## config.mk

```make
export PLATFORM = sky130hd
export DESIGN_NAME = trap_entry_unit
export DESIGN_NICKNAME = d
export VERILOG_FILES = /design/src/rtl/trap_entry_pkg.sv /design/src/rtl/trap_route.sv /design/src/rtl/trap_record.sv /design/src/rtl/trap_status_stack.sv /design/src/rtl/trap_entry_unit.sv
export SDC_FILE = /design/constraint.sdc
export NUM_CORES = 1
export LEC_CHECK = 0
export ABC_AREA = 1
export BUFFER_PORTS_ARGS = -buffer_cell sky130_fd_sc_hd__buf_2
export CELL_PAD_IN_SITES_DETAIL_PLACEMENT = 1
export CELL_PAD_IN_SITES_GLOBAL_PLACEMENT = 2
export CORE_MARGIN = 5
export CORE_UTILIZATION = 28
export CTS_CLUSTER_SIZE = 24
export DETAILED_ROUTE_END_ITERATION = 10
export PLACE_DENSITY_LB_ADDON = 0.2
export SLEW_MARGIN = 20
export SYNTH_ARGS = -nofsm -noshare
export SYNTH_HDL_FRONTEND = slang
export SYNTH_SLANG_ARGS = --single-unit
```

## constraint.sdc

```tcl
create_clock -name clk_i -period 1.1 [get_ports clk_i]
set_input_delay 0.055 -clock clk_i [delete_from_list [all_inputs] [get_ports clk_i]]
set_output_delay 0.055 -clock clk_i [all_outputs]
set_load 0.05 [all_outputs]
```

## src/rtl/trap_entry_pkg.sv

```systemverilog
package trap_entry_pkg;
  localparam logic [1:0] PRV_U = 2'd0;
  localparam logic [1:0] PRV_S = 2'd1;
  localparam logic [1:0] PRV_M = 2'd3;

  localparam int unsigned IE_U = 0;
  localparam int unsigned IE_S = 1;
  localparam int unsigned IE_M = 2;
  localparam int unsigned NUM_MODES = 2; // 0: supervisor record, 1: machine record

  // enable bit of the privilege being left; codes 2 and 3 read the machine bit
  function automatic logic ie_of_priv(input logic [1:0] prv, input logic [2:0] ie);
    case (prv)
      PRV_U:   return ie[IE_U];
      PRV_S:   return ie[IE_S];
      default: return ie[IE_M];
    endcase
  endfunction
endpackage

```

## src/rtl/trap_route.sv

```systemverilog
module trap_route import trap_entry_pkg::*; #(
  parameter int unsigned XLEN = 32
) (
  input  logic [XLEN-1:0] cause_i,
  input  logic [XLEN-1:0] medeleg_i,
  input  logic [XLEN-1:0] mideleg_i,
  input  logic [1:0]      cur_priv_i,
  output logic            to_sup_o
);
  localparam int unsigned IDXW = $clog2(XLEN);
  localparam logic [XLEN-1:0] LIMIT = XLEN[XLEN-1:0];

  logic            is_irq;
  logic [XLEN-1:0] idx;
  logic [XLEN-1:0] mask;
  logic            in_range;
  logic            low_priv;

  always_comb begin
    is_irq         = cause_i[XLEN-1];
    idx            = cause_i;
    idx[XLEN-1]    = 1'b0;
    mask           = is_irq ? mideleg_i : medeleg_i;
    in_range       = idx < LIMIT;
    low_priv       = (cur_priv_i == PRV_U) || (cur_priv_i == PRV_S);
    to_sup_o       = low_priv && in_range && mask[idx[IDXW-1:0]];
  end
endmodule

```

## src/rtl/trap_record.sv

```systemverilog
module trap_record #(
  parameter int unsigned XLEN = 32
) (
  input  logic            clk_i,
  input  logic            rst_ni,
  input  logic            wr_i,
  input  logic            bad_wr_i,
  input  logic [XLEN-1:0] cause_i,
  input  logic [XLEN-1:0] epc_i,
  input  logic [XLEN-1:0] bad_i,
  output logic [XLEN-1:0] cause_o,
  output logic [XLEN-1:0] epc_o,
  output logic [XLEN-1:0] bad_o
);
  always_ff @(posedge clk_i or negedge rst_ni) begin
    if (!rst_ni) begin
      cause_o <= '0;
      epc_o   <= '0;
      bad_o   <= '0;
    end else if (wr_i) begin
      cause_o <= cause_i;
      epc_o   <= epc_i;
      if (bad_wr_i) bad_o <= bad_i;
    end
  end
endmodule

```

## src/rtl/trap_status_stack.sv

```systemverilog
module trap_status_stack import trap_entry_pkg::*; (
  input  logic       clk_i,
  input  logic       rst_ni,
  input  logic       trap_i,
  input  logic       to_sup_i,
  input  logic [1:0] cur_priv_i,
  input  logic [2:0] cur_ie_i,
  output logic [1:0] priv_o,
  output logic [2:0] ie_o,
  output logic       spie_o,
  output logic       spp_o,
  output logic       mpie_o,
  output logic [1:0] mpp_o
);
  logic       left_ie;
  logic [2:0] ie_next;

  always_comb begin
    left_ie = ie_of_priv(cur_priv_i, cur_ie_i);
    ie_next = cur_ie_i;
    if (to_sup_i) ie_next[IE_S] = 1'b0;
    else          ie_next[IE_M] = 1'b0;
  end

  always_ff @(posedge clk_i or negedge rst_ni) begin
    if (!rst_ni) begin
      priv_o <= PRV_M;
      ie_o   <= '0;
      spie_o <= 1'b0;
      spp_o  <= 1'b0;
      mpie_o <= 1'b0;
      mpp_o  <= '0;
    end else if (trap_i) begin
      ie_o <= ie_next;
      if (to_sup_i) begin
        spie_o <= left_ie;
        spp_o  <= cur_priv_i[0];
        priv_o <= PRV_S;
      end else begin
        mpie_o <= left_ie;
        mpp_o  <= cur_priv_i;
        priv_o <= PRV_M;
      end
    end
  end
endmodule

```

## src/rtl/trap_entry_unit.sv

```systemverilog
module trap_entry_unit import trap_entry_pkg::*; #(
  parameter int unsigned     XLEN     = 32,
  parameter logic [XLEN-1:0] RESET_PC = 'h100
) (
  input  logic            clk_i,
  input  logic            rst_ni,
  input  logic            trap_i,
  input  logic [XLEN-1:0] cause_i,
  input  logic [XLEN-1:0] epc_i,
  input  logic [XLEN-1:0] badaddr_i,
  input  logic            badaddr_valid_i,
  input  logic [XLEN-1:0] medeleg_i,
  input  logic [XLEN-1:0] mideleg_i,
  input  logic [XLEN-1:0] stvec_i,
  input  logic [XLEN-1:0] mtvec_i,
  input  logic [1:0]      cur_priv_i,
  input  logic [2:0]      cur_ie_i,
  output logic [XLEN-1:0] pc_o,
  output logic [1:0]      priv_o,
  output logic [2:0]      ie_o,
  output logic            spie_o,
  output logic            spp_o,
  output logic            mpie_o,
  output logic [1:0]      mpp_o,
  output logic [XLEN-1:0] scause_o,
  output logic [XLEN-1:0] sepc_o,
  output logic [XLEN-1:0] sbadaddr_o,
  output logic [XLEN-1:0] mcause_o,
  output logic [XLEN-1:0] mepc_o,
  output logic [XLEN-1:0] mbadaddr_o,
  output logic            resv_cancel_o
);
  logic            to_sup;
  logic [XLEN-1:0] rec_cause [NUM_MODES];
  logic [XLEN-1:0] rec_epc   [NUM_MODES];
  logic [XLEN-1:0] rec_bad   [NUM_MODES];

  trap_route #(.XLEN(XLEN)) u_route (
    .cause_i    (cause_i),
    .medeleg_i  (medeleg_i),
    .mideleg_i  (mideleg_i),
    .cur_priv_i (cur_priv_i),
    .to_sup_o   (to_sup)
  );

  trap_status_stack u_stack (
    .clk_i      (clk_i),
    .rst_ni     (rst_ni),
    .trap_i     (trap_i),
    .to_sup_i   (to_sup),
    .cur_priv_i (cur_priv_i),
    .cur_ie_i   (cur_ie_i),
    .priv_o     (priv_o),
    .ie_o       (ie_o),
    .spie_o     (spie_o),
    .spp_o      (spp_o),
    .mpie_o     (mpie_o),
    .mpp_o      (mpp_o)
  );

  for (genvar m = 0; m < NUM_MODES; m++) begin : g_rec
    logic sel;
    assign sel = (m == 0) ? to_sup : !to_sup;
    trap_record #(.XLEN(XLEN)) u_rec (
      .clk_i    (clk_i),
      .rst_ni   (rst_ni),
      .wr_i     (trap_i && sel),
      .bad_wr_i (badaddr_valid_i),
      .cause_i  (cause_i),
      .epc_i    (epc_i),
      .bad_i    (badaddr_i),
      .cause_o  (rec_cause[m]),
      .epc_o    (rec_epc[m]),
      .bad_o    (rec_bad[m])
    );
  end

  assign scause_o   = rec_cause[0];
  assign sepc_o     = rec_epc[0];
  assign sbadaddr_o = rec_bad[0];
  assign mcause_o   = rec_cause[1];
  assign mepc_o     = rec_epc[1];
  assign mbadaddr_o = rec_bad[1];

  always_ff @(posedge clk_i or negedge rst_ni) begin
    if (!rst_ni) begin
      pc_o          <= RESET_PC;
      resv_cancel_o <= 1'b0;
    end else begin
      resv_cancel_o <= trap_i;
      if (trap_i) pc_o <= to_sup ? stvec_i : mtvec_i;
    end
  end
endmodule

```

# Word level (Yosys, flattened, before mapping)
# Index checks and enable logic that the tools add are counted.
# Widths: inputs -> output; s select.
# op_classes
eq_ne	1
n_reduce_logical	11
mux	8
magnitude_cmp	2
bitwise_logic	1
# ops
operator	n
$mux 32	2
$lt 31x6->1 const B	1
$reduce_and 2->1	4
$lt 5x6->1 const B	1
$bmux 1 s5	1
$logic_and 1x1->1	4
$mux 1	3
$eq 2x1->1 const B	1
$logic_not 2->1	1
$mux 2	1
$pmux 1 s2	1
$logic_not 1->1	1
$logic_or 1x1->1	1
$not 1->1	1
# word_totals
elab_cells	37
in_bits	233
ff_bits	235
out_inout_bits	235

# Longest topological paths before layout
# logic_depth
word_depth	7
mapped_depth	15
ltp_nobuf	12

# Hierarchy
# A second synthesis with hierarchy kept.
# unflattened
cells_unflattened	1204
area_unflattened_um2	10346.2
# modules_own_cells
module	instances	seq_area_each_um2	cells_each	area_per_inst_um2
trap_record	2	2402.3	410	3799.9
trap_entry_unit	1	827.0	183	1571.5
trap_route	1	0.0	156	785.8
trap_status_stack	1	226.5	45	389.1

# Worst setup path after synthesis
# Ideal clock, no wire load.
# synth_path
path_type	input to register
startpoint	in cause_i[0]
endpoint	reg g_rec[1].u_rec.cause_o[12]
setup_slack_ns	-0.422
setup_time_ns	0.119
n_path_buf	4
required_time_ns	0.981
arrival_ns	1.403
path_stages	14
cell_sequence	buf_4 -> inv_4 -> buf_4 -> nand3_1 -> nand3_1 -> nand3_1 -> nand3_1 -> nand3_2 -> nand3_4 -> nand2_4 -> buf_6 -> buf_4 -> nand2_1 -> nand2_1
# synth_between
elab_chain_cells	5
word_cells_on_any_way	7
classes_between	order compare (1); mux (2); reduce/logical (4)
# synth_lines
item	line	source
start: declaration	trap_entry_unit.sv:8	input logic [XLEN-1:0] cause_i,
$lt 31x6->1 / $bmux 1 s5 (equally long branches)	trap_route.sv:24, trap_route.sv:26	
$logic_and 1x1->1 / $mux 1 (equally long branches)	trap_route.sv:26	to_sup_o = low_priv && in_range && mask[idx[IDXW-1:0]];
$logic_and 1x1->1 (*)	trap_route.sv:26	
$logic_not 1->1 (*)	trap_entry_unit.sv:63	assign sel = (m == 0) ? to_sup : !to_sup;
$logic_and 1x1->1 (*)	trap_entry_unit.sv:67	.wr_i (trap_i && sel),
end signal: assignment	trap_record.sv:21	cause_o <= cause_i;
end: declaration	trap_record.sv:11	output logic [XLEN-1:0] cause_o,
# Every way passes the cells marked *; elsewhere a longest branch is shown, timed or not. The select of a mux whose other input is x is not followed.
# A chain may end at the register's enable or synchronous reset.

# Worst setup path after layout
# layout_path
startpoint	in cause_i[31]
endpoint	reg g_rec[0].u_rec.epc_o[15]
# layout_between
elab_chain_cells	5
# layout_lines
item	line	source
$mux 32	trap_route.sv:23	mask = is_irq ? mideleg_i : medeleg_i;
$bmux 1 s5	trap_route.sv:26	
$mux 1 (not written as such)	trap_route.sv:26	
$logic_and 1x1->1	trap_route.sv:26	
$logic_and 1x1->1	trap_entry_unit.sv:67	
end signal: assignment	trap_record.sv:22	epc_o <= epc_i;
end: declaration	trap_record.sv:12	output logic [XLEN-1:0] epc_o,
# Every way passes these cells. The select of a mux whose other input is x is not followed.

==> parameters.txt <==
Parameter                              Value

CTS
  Clock input transition at the sequential cells of the worst setup and hold paths    0.06 ns
  Number of buffers added by the clock tree synthesis step    27
  H-Tree Depth    1
  Clock latency on the worst-skew pair    0.53 ns
  Buffer cell driving the clock tree root    clkbuf_16
  Clock tree from TritonCTS    yes
  Number of clock sinks    234
  Bufs on Longest Clock Path    3

Power and ir drop
  VDD IR max    0.0009660 V
  Total power density per cell area    1346 nW/um^2
  Switch share    31.27%
  Sw Pwr    0.007662 W
  Comb power frac    22.2%
  Design Power    0.02451 W
  Flop pwr share    38.4%
  Total internal power    0.01684 W
  Part of the total power dissipated in the clock network    39.4%
  Lkg Pwr    9.489 nW

STA
  Hold slack    0.05341 ns
  Max_slew headroom    58.58%
  Time the worst path needs with I/O delays and setup    1.382 ns
  Hold violation total from the final report    0
  Worst Slack Setup Final    -0.2817 ns
  Final setup vio count    477
  Worst-Margin Slew    0.6193 ns
  Clock Skew    0 ns
  RSZ-0062 raised after global routing    true
  Peak Freq    0.7238 GHz
  Post-Route Setup TNS    -76.26 ns
  Post-route clock period utilization    125.6%
  Final Max Tran Viols    0

Drt
  Wire length per cell after detailed routing    21.70 um
  Post-route ant nets    0
  DRC marker count from the first detailed-route iteration    472
  Ratio of routed vias to standard cells    4.802
  DRC violation count after routing    0
  Via Count    11141
  Overall routed net length    50.35 mm
  First drt pass iteration count    4

Placement
  Detailed-placement wirelength estimate    29.77 mm
  Placed Cells incl. Taps    2040
  Count of buffers from port buffering    466
  Last weighted congestion value of the routability-driven placer    0.8560

GRT
  Leftover overflow at the end of global routing    0
  Wire length of the first global-routing pass    73.25 mm
  GRT Total Usage    23.53%
  Initial antenna violation count    4
  Via count of the first global-routing pass    12234
  Pin count of the biggest net entering global routing    65

Cells and area
  Syn-to-layout area delta    82.13%
  Final-layout fill cell count    4088
  Nets@finish    2070
  Core Util, Final    51.42%
  Fin cells    2320
  Share of post-route cells with drive strength above 1    43.89%

Logic synthesis
  Synthesized netlist cell count    1132
  Yosys cell types    29
  Share of synthesized area occupied by flip-flops and latches    58.62%
  Avg Inst Size Synth    8.828 um^2
  Most frequent cell after synthesis    nand2_1
  Share of the synthesized area in the top cell type    58.09%
  Most frequently used flop master after synthesis    dfrtp_1
  Top cells by area, synth    dfrtp_1 58%, nand2_1 13%, nand3_1 8.6%
  Post-synthesis register bit count    234
  Number of nets in the synthesized netlist    1365
  Count of flip-flops with a built-in enable after synthesis    0
  Synth Warn #    0
  Combined area of all synthesized cells    9993 um^2
  Cell taking the most area after synthesis    dfrtp_1
  Most used standard cells in the synthesized netlist    352 x nand2_1, 232 x dfrtp_1, 171 x nand3_1, 80 x inv_1, 67 x nand4_1
  Asr flop ratio synth    100.0%

Floorplanning
  Top Ports    468
  Area inside the core boundary    35400 um^2
  Width of the die    198.9 um
  Number of placement rows    69
  Die span in y    198.9 um
  Full die area    39570 um^2
  Initial Utilization    28.23%

Critical path
  Minimum setup slack among reg-to-reg paths    0.33 ns
  Type of the worst setup path    primary input to flip-flop
  Data arrival time of the critical path    1.80 ns
  Largest delay contributor family on the critical path    simple AND/OR/NAND/NOR gates
  Worst r2r src    pc_o[8]
  Critical path fanouts, max    8
  Critical path required time    1.52 ns
  Setup crit end kind    flip-flop
  Endpoint of the most critical register-to-register path    pc_o[8]
  Cells along the critical path    buf_12 > buf_16 > inv_6 > nand2_1 > nand3_2 > nand3_2 > nand3_2 > nand3_2 > nand3_4 > inv_2 > nor2_4 > buf_8 > nand2_8 > clkbuf_16 > nand2_1 > o21ai_1
  Reg2reg path depth    2
  Sort of element at the start of the critical path    primary input
  Cell mode on critical path    nand3_2
  Standard cell with the maximum stage delay on the critical path    clkbuf_16
  Largest incremental delay on the critical path    0.20 ns
  Critical path buffer and inverter count    6

Worst hold path
  Number of stages on the worst hold path    4
  Launch instance of the worst min-delay path    cause_i[1]
  Worst Hold End    g_rec[0].u_rec.cause_o[1]
  Class of the worst hold path    primary input to flip-flop

Run status
  Run status    finished with violations
  Violations in the final reports    negative setup slack

Run
  Max cap viols    0
[cell families after synthesis]
group / Yosys count / share of synthesized area [%]
AO/OA/AOI/OAI: 99 / 4.971
buffers and inverters: 167 / 8.188
flip-flops: 234 / 58.62
other: 1 / 0.03753
AND/OR/NAND/NOR: 631 / 28.18
[placed cells by master (no fill, tap or decap), drive strengths merged]
master / instances
buf: 580
nand2: 355
dfrtp: 232
nand3: 175
dlygate4sd3: 164
o21ai: 98
inv: 86
nand4: 67
clkbuf: 47
nor2: 30
clkinv: 7
bufinv: 4
clkinvlp: 3
nor3: 3
diode: 2
nor4: 2
dfstp: 2
o22ai: 1
conb: 1
[metal layers]
metal / track usage [%] / routed length, um / up-vias
met1: 29.57 / 20560 / 5513
li1: - / - / 5135
met4: 6.079 / 1513 / 2
met3: 4.641 / 3087 / 87
met2: 41.58 / 25170 / 404
met5: 0 / 13 / -
[worst min-delay path, delay by kind of cell]
| family | cells | cell delay [ns] |
|---|---|---|
| buffers and inverters | 3 | 0.42 |
| AO/OA/AOI/OAI | 1 | 0.05 |
[final cells by class]
cell class	instances	area, um^2	area share, %
diodes	2	5.005	0.02750
clock buffers	37	783.3	4.303
clock inverters	12	171.4	0.9418
inverters	84	337.8	1.856
multi-input cells	732	4179	22.96
flip-flops and latches	234	5858	32.19
well taps	461	576.8	3.169
repair buffers	754	6236	34.26
repair inverters	4	53.80	0.2956
[repair_timing]
item / 4_1_cts / 5_1_grt
resized for setup: 238 / 93
hold endpoints to repair: 431 / 0
hold buffers: 164 / 0
setup buffers: 24 / 0
setup endpoints to repair: 466 / 478
cloned: 28 / 17
pin swaps: 26 / 14
[how the worst max path moves through the flow]
stage | start | to | slack [ns] | cells past startpoint
floorplan | cause_i[31] | g_rec[0].u_rec.epc_o[10] | -0.38 | 15
global placement | cause_i[9] | g_rec[0].u_rec.epc_o[7] | -1.07 | 13
detailed placement | cause_i[31] | g_rec[1].u_rec.bad_o[9] | -1.06 | 13
CTS | cause_i[19] | u_stack.spp_o | -0.23 | 14
global route | cause_i[31] | g_rec[1].u_rec.epc_o[20] | -0.34 | 14
finish | cause_i[31] | g_rec[0].u_rec.epc_o[15] | -0.28 | 16
[power by group through the flow]
stage | clock (W) | combinational [W] | sequential [W]
2_1_floorplan | 0 | 0.000938 | 0.0112
3_3_place_gp | 0 | 0.00437 | 0.00950
3_5_place_dp | 0 | 0.00439 | 0.00951
4_1_cts | 0.00990 | 0.00530 | 0.00939
5_1_grt | 0.0102 | 0.00575 | 0.00946
6_report | 0.00966 | 0.00544 | 0.00941
[flip-flops by register name, indices dropped and copies added, names as in the netlist]
signal and count:
u_stack.priv_o 1, u_stack.mpp_o 2, g_rec.u_rec.cause_o 64, g_rec.u_rec.epc_o 64, pc_o 32, g_rec.u_rec.bad_o 64
u_stack.spie_o 1, u_stack.spp_o 1, u_stack.ie_o 3, resv_cancel_o 1, u_stack.mpie_o 1
[stage by stage]
stage | worst slack [ns] | area, um^2
floorplan | -0.3843 | 10110
global placement | -1.071 | 13190
detailed placement | -1.057 | 13190
CTS | -0.2314 | 17600
global route | -0.3431 | 18200
finish | -0.2817 | 18200
Note: power is estimated with default switching activity, not from simulation.
